===== src/rtl/svga_ext_pkg.sv =====
package svga_ext_pkg;

  typedef enum logic [2:0] {
    RD_NONE,
    RD_GDC_IDX,
    RD_GDC_DATA,
    RD_CRTC_IDX,
    RD_CRTC_DATA,
    RD_BANK_RD,
    RD_BANK_WR,
    RD_MISC
  } rdSel_e;

  typedef struct packed {
    logic       gdcIdxWr;
    logic       gdcDataWr;
    logic       crtcIdxWr;
    logic       crtcDataWr;
    logic [7:0] crtcKeepMask;   // bits of the old CRTC value kept on a data write
    logic       bankRdWr;
    logic       bankWrWr;
    logic       miscWr;
    logic       rdEn;
    rdSel_e     rdSel;
  } regStrobe_t;

  localparam logic [15:0] PORT_MISC_WR  = 16'h03C2;
  localparam logic [15:0] PORT_MISC_RD  = 16'h03CC;
  localparam logic [15:0] PORT_GDC_IDX  = 16'h03CE;
  localparam logic [15:0] PORT_GDC_DATA = 16'h03CF;
  localparam logic [15:0] PORT_CRTC_IDX = 16'h03D4;
  localparam logic [15:0] PORT_CRTC_DAT = 16'h03D5;
  localparam logic [15:0] PORT_BANK_RD  = 16'h03D6;
  localparam logic [15:0] PORT_BANK_WR  = 16'h03D7;
  localparam logic [15:0] RANGE_COLOUR  = 16'h03D0;
  localparam logic [15:0] RANGE_MONO    = 16'h03B0;
  localparam logic [15:0] RELOC_XOR     = 16'h0060;

  localparam logic [7:0] CRTC_PROT_IDX   = 8'h11;
  localparam logic [7:0] CRTC_LAST_STD   = 8'h18;
  localparam logic [7:0] CRTC_MODE_IDX   = 8'h19;
  localparam logic [7:0] CRTC_CHIP_IDX   = 8'h1A;
  localparam logic [7:0] CRTC_UNLOCK_IDX = 8'h1E;
  localparam logic [7:0] GDC_TIMING_IDX  = 8'h0C;
  localparam logic [7:0] GDC_BANKCFG_IDX = 8'h0F;

endpackage


===== src/rtl/svga_ext_ctrl.sv =====
module svga_ext_ctrl
  import svga_ext_pkg::*;
#(
  parameter int ADDR_W     = 16,
  parameter int CRTC_IDX_W = 6
) (
  input  logic                  ioWr,
  input  logic                  ioRd,
  input  logic [ADDR_W-1:0]     ioAddr,
  input  logic                  miscColour,
  input  logic [CRTC_IDX_W-1:0] crtcIdx,
  input  logic                  crtcProtect,
  output regStrobe_t            strobe
);

  localparam logic [ADDR_W-1:0] HI_MASK = ~ADDR_W'(16'h000F);

  logic [ADDR_W-1:0] effAddr;
  logic              inRelocRange;

  always_comb begin
    inRelocRange = ((ioAddr & HI_MASK) == ADDR_W'(RANGE_COLOUR)) ||
                   ((ioAddr & HI_MASK) == ADDR_W'(RANGE_MONO));
    effAddr = (!miscColour && inRelocRange) ? (ioAddr ^ ADDR_W'(RELOC_XOR)) : ioAddr;
  end

  logic hitMiscWr, hitMiscRd, hitGdcIdx, hitGdcData;
  logic hitCrtcIdx, hitCrtcData, hitBankRd, hitBankWr;

  always_comb begin
    hitMiscWr   = effAddr == ADDR_W'(PORT_MISC_WR);
    hitMiscRd   = effAddr == ADDR_W'(PORT_MISC_RD);
    hitGdcIdx   = effAddr == ADDR_W'(PORT_GDC_IDX);
    hitGdcData  = effAddr == ADDR_W'(PORT_GDC_DATA);
    hitCrtcIdx  = effAddr == ADDR_W'(PORT_CRTC_IDX);
    hitCrtcData = effAddr == ADDR_W'(PORT_CRTC_DAT);
    hitBankRd   = effAddr == ADDR_W'(PORT_BANK_RD);
    hitBankWr   = effAddr == ADDR_W'(PORT_BANK_WR);
  end

  logic [7:0] keepMask;

  always_comb begin
    keepMask = 8'h00;
    if (crtcProtect) begin
      if (crtcIdx < CRTC_IDX_W'(7))       keepMask = 8'hFF;
      else if (crtcIdx == CRTC_IDX_W'(7)) keepMask = 8'hEF;
    end
  end

  always_comb begin
    strobe              = '0;
    strobe.rdSel        = RD_NONE;
    strobe.crtcKeepMask = keepMask;
    strobe.miscWr       = ioWr && hitMiscWr;
    strobe.gdcIdxWr     = ioWr && hitGdcIdx;
    strobe.gdcDataWr    = ioWr && hitGdcData;
    strobe.crtcIdxWr    = ioWr && hitCrtcIdx;
    strobe.crtcDataWr   = ioWr && hitCrtcData && (keepMask != 8'hFF);
    strobe.bankRdWr     = ioWr && hitBankRd;
    strobe.bankWrWr     = ioWr && hitBankWr;
    strobe.rdEn         = ioRd;
    if (hitMiscRd)        strobe.rdSel = RD_MISC;
    else if (hitGdcIdx)   strobe.rdSel = RD_GDC_IDX;
    else if (hitGdcData)  strobe.rdSel = RD_GDC_DATA;
    else if (hitCrtcIdx)  strobe.rdSel = RD_CRTC_IDX;
    else if (hitCrtcData) strobe.rdSel = RD_CRTC_DATA;
    else if (hitBankRd)   strobe.rdSel = RD_BANK_RD;
    else if (hitBankWr)   strobe.rdSel = RD_BANK_WR;
  end

endmodule


===== src/rtl/svga_ext_dp.sv =====
module svga_ext_dp
  import svga_ext_pkg::*;
#(
  parameter int CRTC_DEPTH = 64,
  parameter int GDC_DEPTH  = 64,
  parameter int BANK_BITS  = 4,
  parameter int BANK_SHIFT = 16
) (
  input  logic                            clk,
  input  logic                            rstN,
  input  regStrobe_t                      strobe,
  input  logic [7:0]                      ioWdata,
  input  logic [1:0]                      chipType,
  input  logic [1:0]                      memSize,
  output logic [7:0]                      ioRdata,
  output logic [$clog2(CRTC_DEPTH)-1:0]   crtcIdx,
  output logic                            crtcProtect,
  output logic                            crtcUnlock,
  output logic                            miscColour,
  output logic                            splitBanks,
  output logic [BANK_BITS+BANK_SHIFT-1:0] readBankOfs,
  output logic [BANK_BITS+BANK_SHIFT-1:0] writeBankOfs,
  output logic [BANK_BITS+BANK_SHIFT-1:0] dispMask
);

  localparam int CRTC_IDX_W = $clog2(CRTC_DEPTH);
  localparam int GDC_IDX_W  = $clog2(GDC_DEPTH);
  localparam int OFS_W      = BANK_BITS + BANK_SHIFT;
  localparam logic [OFS_W-1:0] BASE_MASK = OFS_W'(20'h3FFFF);

  logic [7:0] crtcRegs [CRTC_DEPTH];
  logic [7:0] gdcRegs  [GDC_DEPTH];
  logic [7:0] gdcIdx;
  logic [7:0] bankRd, bankWr, miscReg;

  logic [7:0] crtcCur, crtcNext;
  logic       gdcInRange;

  always_comb begin
    crtcCur    = crtcRegs[crtcIdx];
    crtcNext   = (crtcCur & strobe.crtcKeepMask) | (ioWdata & ~strobe.crtcKeepMask);
    gdcInRange = int'(gdcIdx) < GDC_DEPTH;
  end

  assign crtcProtect = crtcRegs[CRTC_IDX_W'(CRTC_PROT_IDX)][7];
  assign crtcUnlock  = crtcRegs[CRTC_IDX_W'(CRTC_UNLOCK_IDX)][7];
  assign miscColour  = miscReg[0];
  assign splitBanks  = gdcRegs[GDC_IDX_W'(GDC_BANKCFG_IDX)][2];

  // Memory strap decode
  logic [1:0]       memCode;
  logic [OFS_W-1:0] fullMask;

  always_comb begin
    unique case (memSize)
      2'd0:    begin memCode = 2'd0; fullMask = OFS_W'(20'h3FFFF); end
      2'd1:    begin memCode = 2'd1; fullMask = OFS_W'(20'h7FFFF); end
      default: begin memCode = 2'd2; fullMask = OFS_W'(20'hFFFFF); end
    endcase
  end

  // Register storage
  always_ff @(posedge clk) begin
    if (!rstN) begin
      for (int i = 0; i < CRTC_DEPTH; i++) crtcRegs[i] <= '0;
      for (int i = 0; i < GDC_DEPTH; i++)  gdcRegs[i]  <= '0;
      crtcIdx  <= '0;
      gdcIdx   <= '0;
      bankRd   <= '0;
      bankWr   <= '0;
      miscReg  <= 8'h01;
      dispMask <= BASE_MASK;
    end else begin
      if (strobe.miscWr)    miscReg <= ioWdata;
      if (strobe.gdcIdxWr)  gdcIdx  <= ioWdata;
      if (strobe.crtcIdxWr) crtcIdx <= ioWdata[CRTC_IDX_W-1:0];
      if (strobe.bankRdWr)  bankRd  <= ioWdata;
      if (strobe.bankWrWr)  bankWr  <= ioWdata;
      if (strobe.gdcDataWr && gdcInRange)
        gdcRegs[gdcIdx[GDC_IDX_W-1:0]] <= ioWdata;
      if (strobe.crtcDataWr) begin
        crtcRegs[crtcIdx] <= crtcNext;
        if (crtcIdx == CRTC_IDX_W'(CRTC_MODE_IDX) && crtcUnlock)
          dispMask <= crtcNext[5] ? fullMask : BASE_MASK;
      end
    end
  end

  // Bank window offsets
  always_comb begin
    writeBankOfs = {bankWr[BANK_BITS-1:0], {BANK_SHIFT{1'b0}}};
    readBankOfs  = splitBanks ? {bankRd[BANK_BITS-1:0], {BANK_SHIFT{1'b0}}}
                              : writeBankOfs;
  end

  // Readback
  logic [7:0] crtcView, gdcView, rdValue;

  always_comb begin
    if (!crtcUnlock && (crtcIdx > CRTC_IDX_W'(CRTC_LAST_STD)))
      crtcView = 8'hFF;
    else if (crtcIdx == CRTC_IDX_W'(CRTC_CHIP_IDX))
      crtcView = {chipType, 6'b0};
    else if (crtcIdx == CRTC_IDX_W'(CRTC_UNLOCK_IDX))
      crtcView = crtcCur | {6'b0, memCode};
    else
      crtcView = crtcCur;

    if (!gdcInRange)
      gdcView = 8'h00;
    else if (gdcIdx == GDC_TIMING_IDX)
      gdcView = gdcRegs[gdcIdx[GDC_IDX_W-1:0]] | 8'h04;
    else
      gdcView = gdcRegs[gdcIdx[GDC_IDX_W-1:0]];

    unique case (strobe.rdSel)
      RD_MISC:      rdValue = miscReg;
      RD_GDC_IDX:   rdValue = gdcIdx;
      RD_GDC_DATA:  rdValue = gdcView;
      RD_CRTC_IDX:  rdValue = 8'(crtcIdx);
      RD_CRTC_DATA: rdValue = crtcView;
      RD_BANK_RD:   rdValue = bankRd;
      RD_BANK_WR:   rdValue = bankWr;
      default:      rdValue = 8'hFF;
    endcase
  end

  always_ff @(posedge clk) begin
    if (!rstN)            ioRdata <= '0;
    else if (strobe.rdEn) ioRdata <= rdValue;
  end

endmodule


===== src/rtl/svga_ext_regs.sv =====
module svga_ext_regs
  import svga_ext_pkg::*;
#(
  parameter int ADDR_W     = 16,
  parameter int CRTC_DEPTH = 64,
  parameter int GDC_DEPTH  = 64,
  parameter int BANK_BITS  = 4,
  parameter int BANK_SHIFT = 16
) (
  input  logic                            clk,
  input  logic                            rstN,
  input  logic                            ioWr,
  input  logic                            ioRd,
  input  logic [ADDR_W-1:0]               ioAddr,
  input  logic [7:0]                      ioWdata,
  output logic [7:0]                      ioRdata,
  input  logic [1:0]                      chipType,
  input  logic [1:0]                      memSize,
  output logic [BANK_BITS+BANK_SHIFT-1:0] readBankOfs,
  output logic [BANK_BITS+BANK_SHIFT-1:0] writeBankOfs,
  output logic [BANK_BITS+BANK_SHIFT-1:0] dispMask
);

  localparam int CRTC_IDX_W = $clog2(CRTC_DEPTH);

  regStrobe_t            strobe;
  logic [CRTC_IDX_W-1:0] crtcIdx;
  logic                  crtcProtect, crtcUnlock, miscColour, splitBanks;

  svga_ext_ctrl #(
    .ADDR_W    (ADDR_W),
    .CRTC_IDX_W(CRTC_IDX_W)
  ) ctrl_i (
    .ioWr       (ioWr),
    .ioRd       (ioRd),
    .ioAddr     (ioAddr),
    .miscColour (miscColour),
    .crtcIdx    (crtcIdx),
    .crtcProtect(crtcProtect),
    .strobe     (strobe)
  );

  svga_ext_dp #(
    .CRTC_DEPTH(CRTC_DEPTH),
    .GDC_DEPTH (GDC_DEPTH),
    .BANK_BITS (BANK_BITS),
    .BANK_SHIFT(BANK_SHIFT)
  ) dp_i (
    .clk         (clk),
    .rstN        (rstN),
    .strobe      (strobe),
    .ioWdata     (ioWdata),
    .chipType    (chipType),
    .memSize     (memSize),
    .ioRdata     (ioRdata),
    .crtcIdx     (crtcIdx),
    .crtcProtect (crtcProtect),
    .crtcUnlock  (crtcUnlock),
    .miscColour  (miscColour),
    .splitBanks  (splitBanks),
    .readBankOfs (readBankOfs),
    .writeBankOfs(writeBankOfs),
    .dispMask    (dispMask)
  );

endmodule


===== config.mk =====
export PLATFORM = sky130hd
export DESIGN_NAME = svga_ext_regs
export DESIGN_NICKNAME = d
export VERILOG_FILES = /design/src/rtl/svga_ext_pkg.sv /design/src/rtl/svga_ext_ctrl.sv /design/src/rtl/svga_ext_dp.sv /design/src/rtl/svga_ext_regs.sv
export SDC_FILE = /design/constraint.sdc
export NUM_CORES = 2
export LEC_CHECK = 0
export ABC_AREA = 1
export BUFFER_PORTS_ARGS = -buffer_cell sky130_fd_sc_hd__buf_2
export CAP_MARGIN = 20
export CELL_PAD_IN_SITES_DETAIL_PLACEMENT = 2
export CELL_PAD_IN_SITES_GLOBAL_PLACEMENT = 2
export CORE_MARGIN = 2
export CORE_UTILIZATION = 26
export CTS_CLUSTER_DIAMETER = 120
export DETAILED_ROUTE_END_ITERATION = 10
export PLACE_DENSITY = 0.55
export RECOVER_POWER = 50
export SLEW_MARGIN = 20
export SYNTH_ARGS = -nofsm -noshare
export SYNTH_HDL_FRONTEND = slang
export SYNTH_SLANG_ARGS = --single-unit

===== constraint.sdc =====
create_clock -name clk -period 4.25 [get_ports clk]
set_clock_uncertainty 0.15 [all_clocks]
set_input_delay 0.2125 -clock clk [delete_from_list [all_inputs] [get_ports clk]]
set_output_delay 0.2125 -clock clk [all_outputs]
set_load 0.02 [all_outputs]

Word-level counts from Yosys, hierarchy flattened
Memory sizes are Yosys's and may differ from the RTL's. A register that Yosys moved wholly into a read port is not among the register bits.
Cells that the tools add are included.
{"block": "word_totals", "output_inout_bits": 68, "mem_bits_rw": 1024, "ff_bits": 66, "elab_cells": 99, "in_bits": 32, "memories": 2}
{"name": "dp_i.crtcRegs", "depth": 64, "width": 8, "rd": 3, "rd_ports_with_merged_regs": 1, "write_ports": 64, "line_no": "svga_ext_dp.sv:31", "rtl": "logic [7:0] crtcRegs [CRTC_DEPTH];"}
{"name": "dp_i.gdcRegs", "depth": 64, "width": 8, "rd": 2, "rd_ports_with_merged_regs": 1, "write_ports": 64, "line_no": "svga_ext_dp.sv:32", "rtl": "logic [7:0] gdcRegs [GDC_DEPTH];"}
{"block": "op_classes", "magnitude_cmp": 3, "bitwise": 6, "eq_ne": 24, "reduce_logical": 19, "muxes": 38}
{"op": "$eq A16 B10 Y1 const B", "n": 8}
{"op": "$mux W8", "n": 9}
{"op": "$pmux W8 S7", "n": 1}
{"op": "$mux W20", "n": 2}
{"op": "$pmux W20 S2", "n": 1}
{"op": "$mux W6", "n": 6}
{"op": "$eq A12 B6 Y1 const B", "n": 2}
{"op": "$mux W3", "n": 8}
{"op": "$eq A6 B5 Y1 const B", "n": 3}
{"op": "$and A8 B8 Y8", "n": 2}
{"op": "$reduce_or A8 Y1", "n": 2}
{"op": "$eq A3 B3 Y1 const B", "n": 4}
{"op": "$logic_and A1 B1 Y1", "n": 12}
{"op": "$mux W1", "n": 9}
{"op": "$eq A8 B4 Y1 const B", "n": 1}
{"op": "$lt A8 B7 Y1 const B", "n": 1}
{"op": "$ne A8 B8 Y1 const B", "n": 1}
{"op": "$not A8 Y8", "n": 1}
{"op": "$or A8 B2 Y8", "n": 1}
{"op": "$or A8 B8 Y8", "n": 1}
{"op": "$mux W7", "n": 1}
{"op": "$eq A3 B2 Y1 const B", "n": 2}
{"op": "$eq A6 B3 Y1 const B", "n": 1}
{"op": "$gt A6 B5 Y1 const B", "n": 1}
{"op": "9 further kinds", "n": 10}

Longest topological paths before layout
{"block": "logic_depth", "depth_word": 14, "mapped_depth": 16, "depth_no_buf": 16}

Modules after synthesis
From an unflattened synthesis, not the netlist that was laid out.
{"block": "hier_totals", "hier_cells": 5317, "area_unflattened_um2": 50000.5}
{"module": "svga_ext_dp", "seq_area_each_um2": 31950.6, "cells_each": 5240, "n_inst": 1, "area_per_inst_um2": 49612.6}
{"module": "svga_ext_ctrl", "seq_area_each_um2": 0.0, "cells_each": 77, "n_inst": 1, "area_per_inst_um2": 387.9}

Least setup slack after synthesis
No wires, ideal clock.
{"block": "synth_timing", "path_type": "register -> register", "start": "register dp_i.crtcIdx[3]", "end": "memory dp_i.crtcRegs[15][0], enable pin", "arrival_time_ns": 2.238, "synth_period_minus_slack_ns": 2.717, "stages_incl_launch_ff": 12, "setup_ns": 0.329, "path_buffers": 1, "t_required_ns": 3.771, "slack_ns": 1.533, "cell_sequence": "dfxtp_1 > clkbuf_1 > nor2_2 > nand2_1 > a31oi_1 > nor2_1 > nand2_2 > nor2_4 > inv_2 > nor3_4 > nand2_4 > nand2_1"}
{"item": "start, declared", "line_no": "svga_ext_dp.sv:16", "rtl": "output logic [$clog2(CRTC_DEPTH)-1:0] crtcIdx,"}
{"item": "start signal, assigned", "line_no": "svga_ext_dp.sv:76", "rtl": "if (strobe.crtcIdxWr) crtcIdx <= ioWdata[CRTC_IDX_W-1:0];"}
{"item": "end, declared", "line_no": "svga_ext_dp.sv:31"}

==> metrics.txt <==
FF+latch count, synth 1084; DR pass1 iterations 5; Max Slew Vio Count 0; initial antenna violation count 5; TritonCTS clock tree built; switching part of the total power 23.3%; global-route wire length before repair 282000 um; switching pwr 5690 uW; Synth area leader edfxtp_1; Fmax achieved 252 MHz; final hold viol count 0; Worst-Skew Late Latency 0.78 ns; DR DRC count 0; Nets 5350; sequential power share 49.8%; clock network power share 46.1%; FP Rows 160; Die X-Extent 442 um; pwr dens 426 nW/um^2; Area Growth Syn to Fin 14.8%; WL final 191000 um; Top-Level Pins 100; fraction of layout cells with a size suffix above 1 7.26%; # Max-Cap Violations 0; top cells by area, synth edfxtp_1 (62%), nand2_1 (12%), nand3_1 (8.6%), nor2_1 (8.5%), dfxtp_1 (2.4%); CTS HTree Levels 4; post-cts repair resize count 0; drt initial violations 2407; Synth Cell Area 49900 um^2; Yosys cell types 32; leak pwr 0.0218 uW; top-count cell post-synth nand2_1; Post-CTS Setup Repair Bufs 0; CP Max Fanout 54; core box area 190000 um^2; Crit Path Category reg -> reg; Worst-Margin Slew 1.42 ns; Max Root-Sink Buffers 3; crit path capture type register; Congestion Overflow GR 0; Avg Cell Area, Syn 9.33 um^2; crit path time final 3.97 ns; setup TNS 0 ns; Final Instance Area 57300 um^2; via count 38400; placed cell count 7668; Hold Crit Class in -> reg; WP data arrival 4.28 ns; share of the synthesized area in the top cell type 61.7%; final std cells w/o fill 7941; Reg clk slew, reported paths 0.06 ns; yosys warns 0; maximum vdd drop 0.371 mV; Slew Limit Headroom 5.16%; DP Area 53100 um^2; CP required 4.56 ns; ANT nets after route 0; vias in the first global route 41000; largest net degree at the start of global routing 106; Power Internal 18700 uW; RSZ-0062 raised after global routing no; gate count of the mapped netlist 5345; post-DR wirelength/cell 24.1 um; post-DP HPWL 122000 um; Post-synth EDFFs 1024; commonest cells in the netlist nand2_1 (1540), nor2_1 (1131), edfxtp_1 (1024); Post-synth ARST share 0%; CTS Buf Count 137; status completed; final cycle utilization of the critical path 93.4%; vias per cell 4.83; CTS sink cnt 1084; IO buf count 49; gpl congestion 0.768; Primary FF master, synth edfxtp_1; Die ar. 195000 um^2; startpoint types register; DIE HEIGHT 442 um; sequential fraction of the synthesis area 64.1%; Comb pwr share 4.1%; Total GRT Usage 19.4%; root buf cell clkbuf_16; Final setup viols 0; starting density of the core 26.2%
==> flip-flops by register name (all words and copies together) (netlist names), 6 cells and up, named ones only <==
register and count:
dp_i.bankRd 8, dp_i.crtcIdx 6, dp_i.crtcRegs 512, dp_i.miscReg 8, dp_i.gdcRegs 512, dp_i.bankWr 8
dp_i.ioRdata 8, dp_i.gdcIdx 8
==> cell families after synthesis <==
family / after synthesis / share of synthesized area [%]
other: 2 / 0.0151
AOI/OAI and AO/OA: 141 / 1.55
and+or+nand+nor: 3621 / 30.1
buffers and inverters: 497 / 4.27
DFF: 1084 / 64.1
==> power by group through the flow <==
stage               clock network (uW)  logic, uW  registers [uW]
floorplan                            0        581           12300
global placement                     0       1020           12400
detailed placement                   0       1030           12400
CTS                              11600       1050           12200
global route                     11900       1090           12200
finish                           11300        995           12200
==> metal layers <==
| layer | up-vias | GRT usage (%) | part of all wire (%) |
|---|---|---|---|
| li1 | 17800 | - | - |
| met1 | 19800 | 27.2 | 48 |
| met2 | 570 | 32.1 | 47 |
| met3 | 173 | 2.20 | 3.2 |
| met4 | 0 | 4.07 | 1.5 |
| met5 | - | 0 | 0 |
==> worst max-delay path: stages, from the launching register on <==
cell and delay [ns]:
dfxtp_2 0.50, inv_8 0.22, buf_12 0.25, nand2_1 0.10, nand3_1 0.09, nand3_1 0.15, nand2_1 0.09, nand2_1 0.08
nand3_1 0.19, nand3_1 0.20, nand2_1 0.16, o21ai_4 0.20, clkbuf_2 1.05, nor2_1 0.13
==> final timing paths <==
check,startpoint,cells past startpoint,endpoint,slack (ns)
worst max-delay path,register,13,dp_i.crtcRegs[39][3]$_SDFFCE_PN0P_,0.28
worst min-delay path,ioWdata[6],4,dp_i.bankRd[6]$_SDFFE_PN0P_,0.20
worst max register to register,register,13,dp_i.crtcRegs[39][3]$_SDFFCE_PN0P_,0.28
worst min register to register,dp_i.miscReg[6]$_SDFFE_PN0P_,2,dp_i.miscReg[6]$_SDFFE_PN0P_,0.30
==> per-stage QoR <==
| stage | setup WS, ns | power, uW | utilization [%] | hold WS (ns) |
|---|---|---|---|---|
| floorplan | 1.53 | 12900 | - | 0.234 |
| global placement | 0.531 | 13400 | 27.9 | 0.286 |
| detailed placement | 0.395 | 13400 | 27.9 | 0.299 |
| CTS | 0.339 | 24800 | 30.2 | 0.112 |
| global route | 0.0528 | 25200 | 30.1 | 0.192 |
| finish | 0.281 | 24400 | 30.1 | 0.198 |
==> what timing repair did <==
item | 4_1_cts | 5_1_grt
endpoints found under the setup margin | 0 | 0
hold buffers | 22 | 0
endpoints found under the hold margin | 60 | 0
==> final cells by class <==
| class | count | area, um^2 |
|---|---|---|
| antenna | 1 | 2.50 |
| clock buffer | 187 | 3740 |
| clock inverter | 63 | 479 |
| fill | 21100 | 133000 |
| inverter | 83 | 344 |
| multi-input combinational | 3812 | 16000 |
| sequential | 1084 | 32000 |
| tap | 2511 | 3140 |
| timing repair buffer | 200 | 1560 |
==> layout by cell type, fill, tap and decap left out, types with 31 or more instances in the layout <==
cell type and count:
inv_1 65, buf_4 79, edfxtp_1 1024, nand2_1 1556, dfxtp_1 54, o21ai_0 51
clkinv_1 31, conb_1 50, clkbuf_1 76, clkbuf_16 142, a21oi_1 57, nor2_1 1130
nand3_1 859
Power figures use the tool's default switching activity.
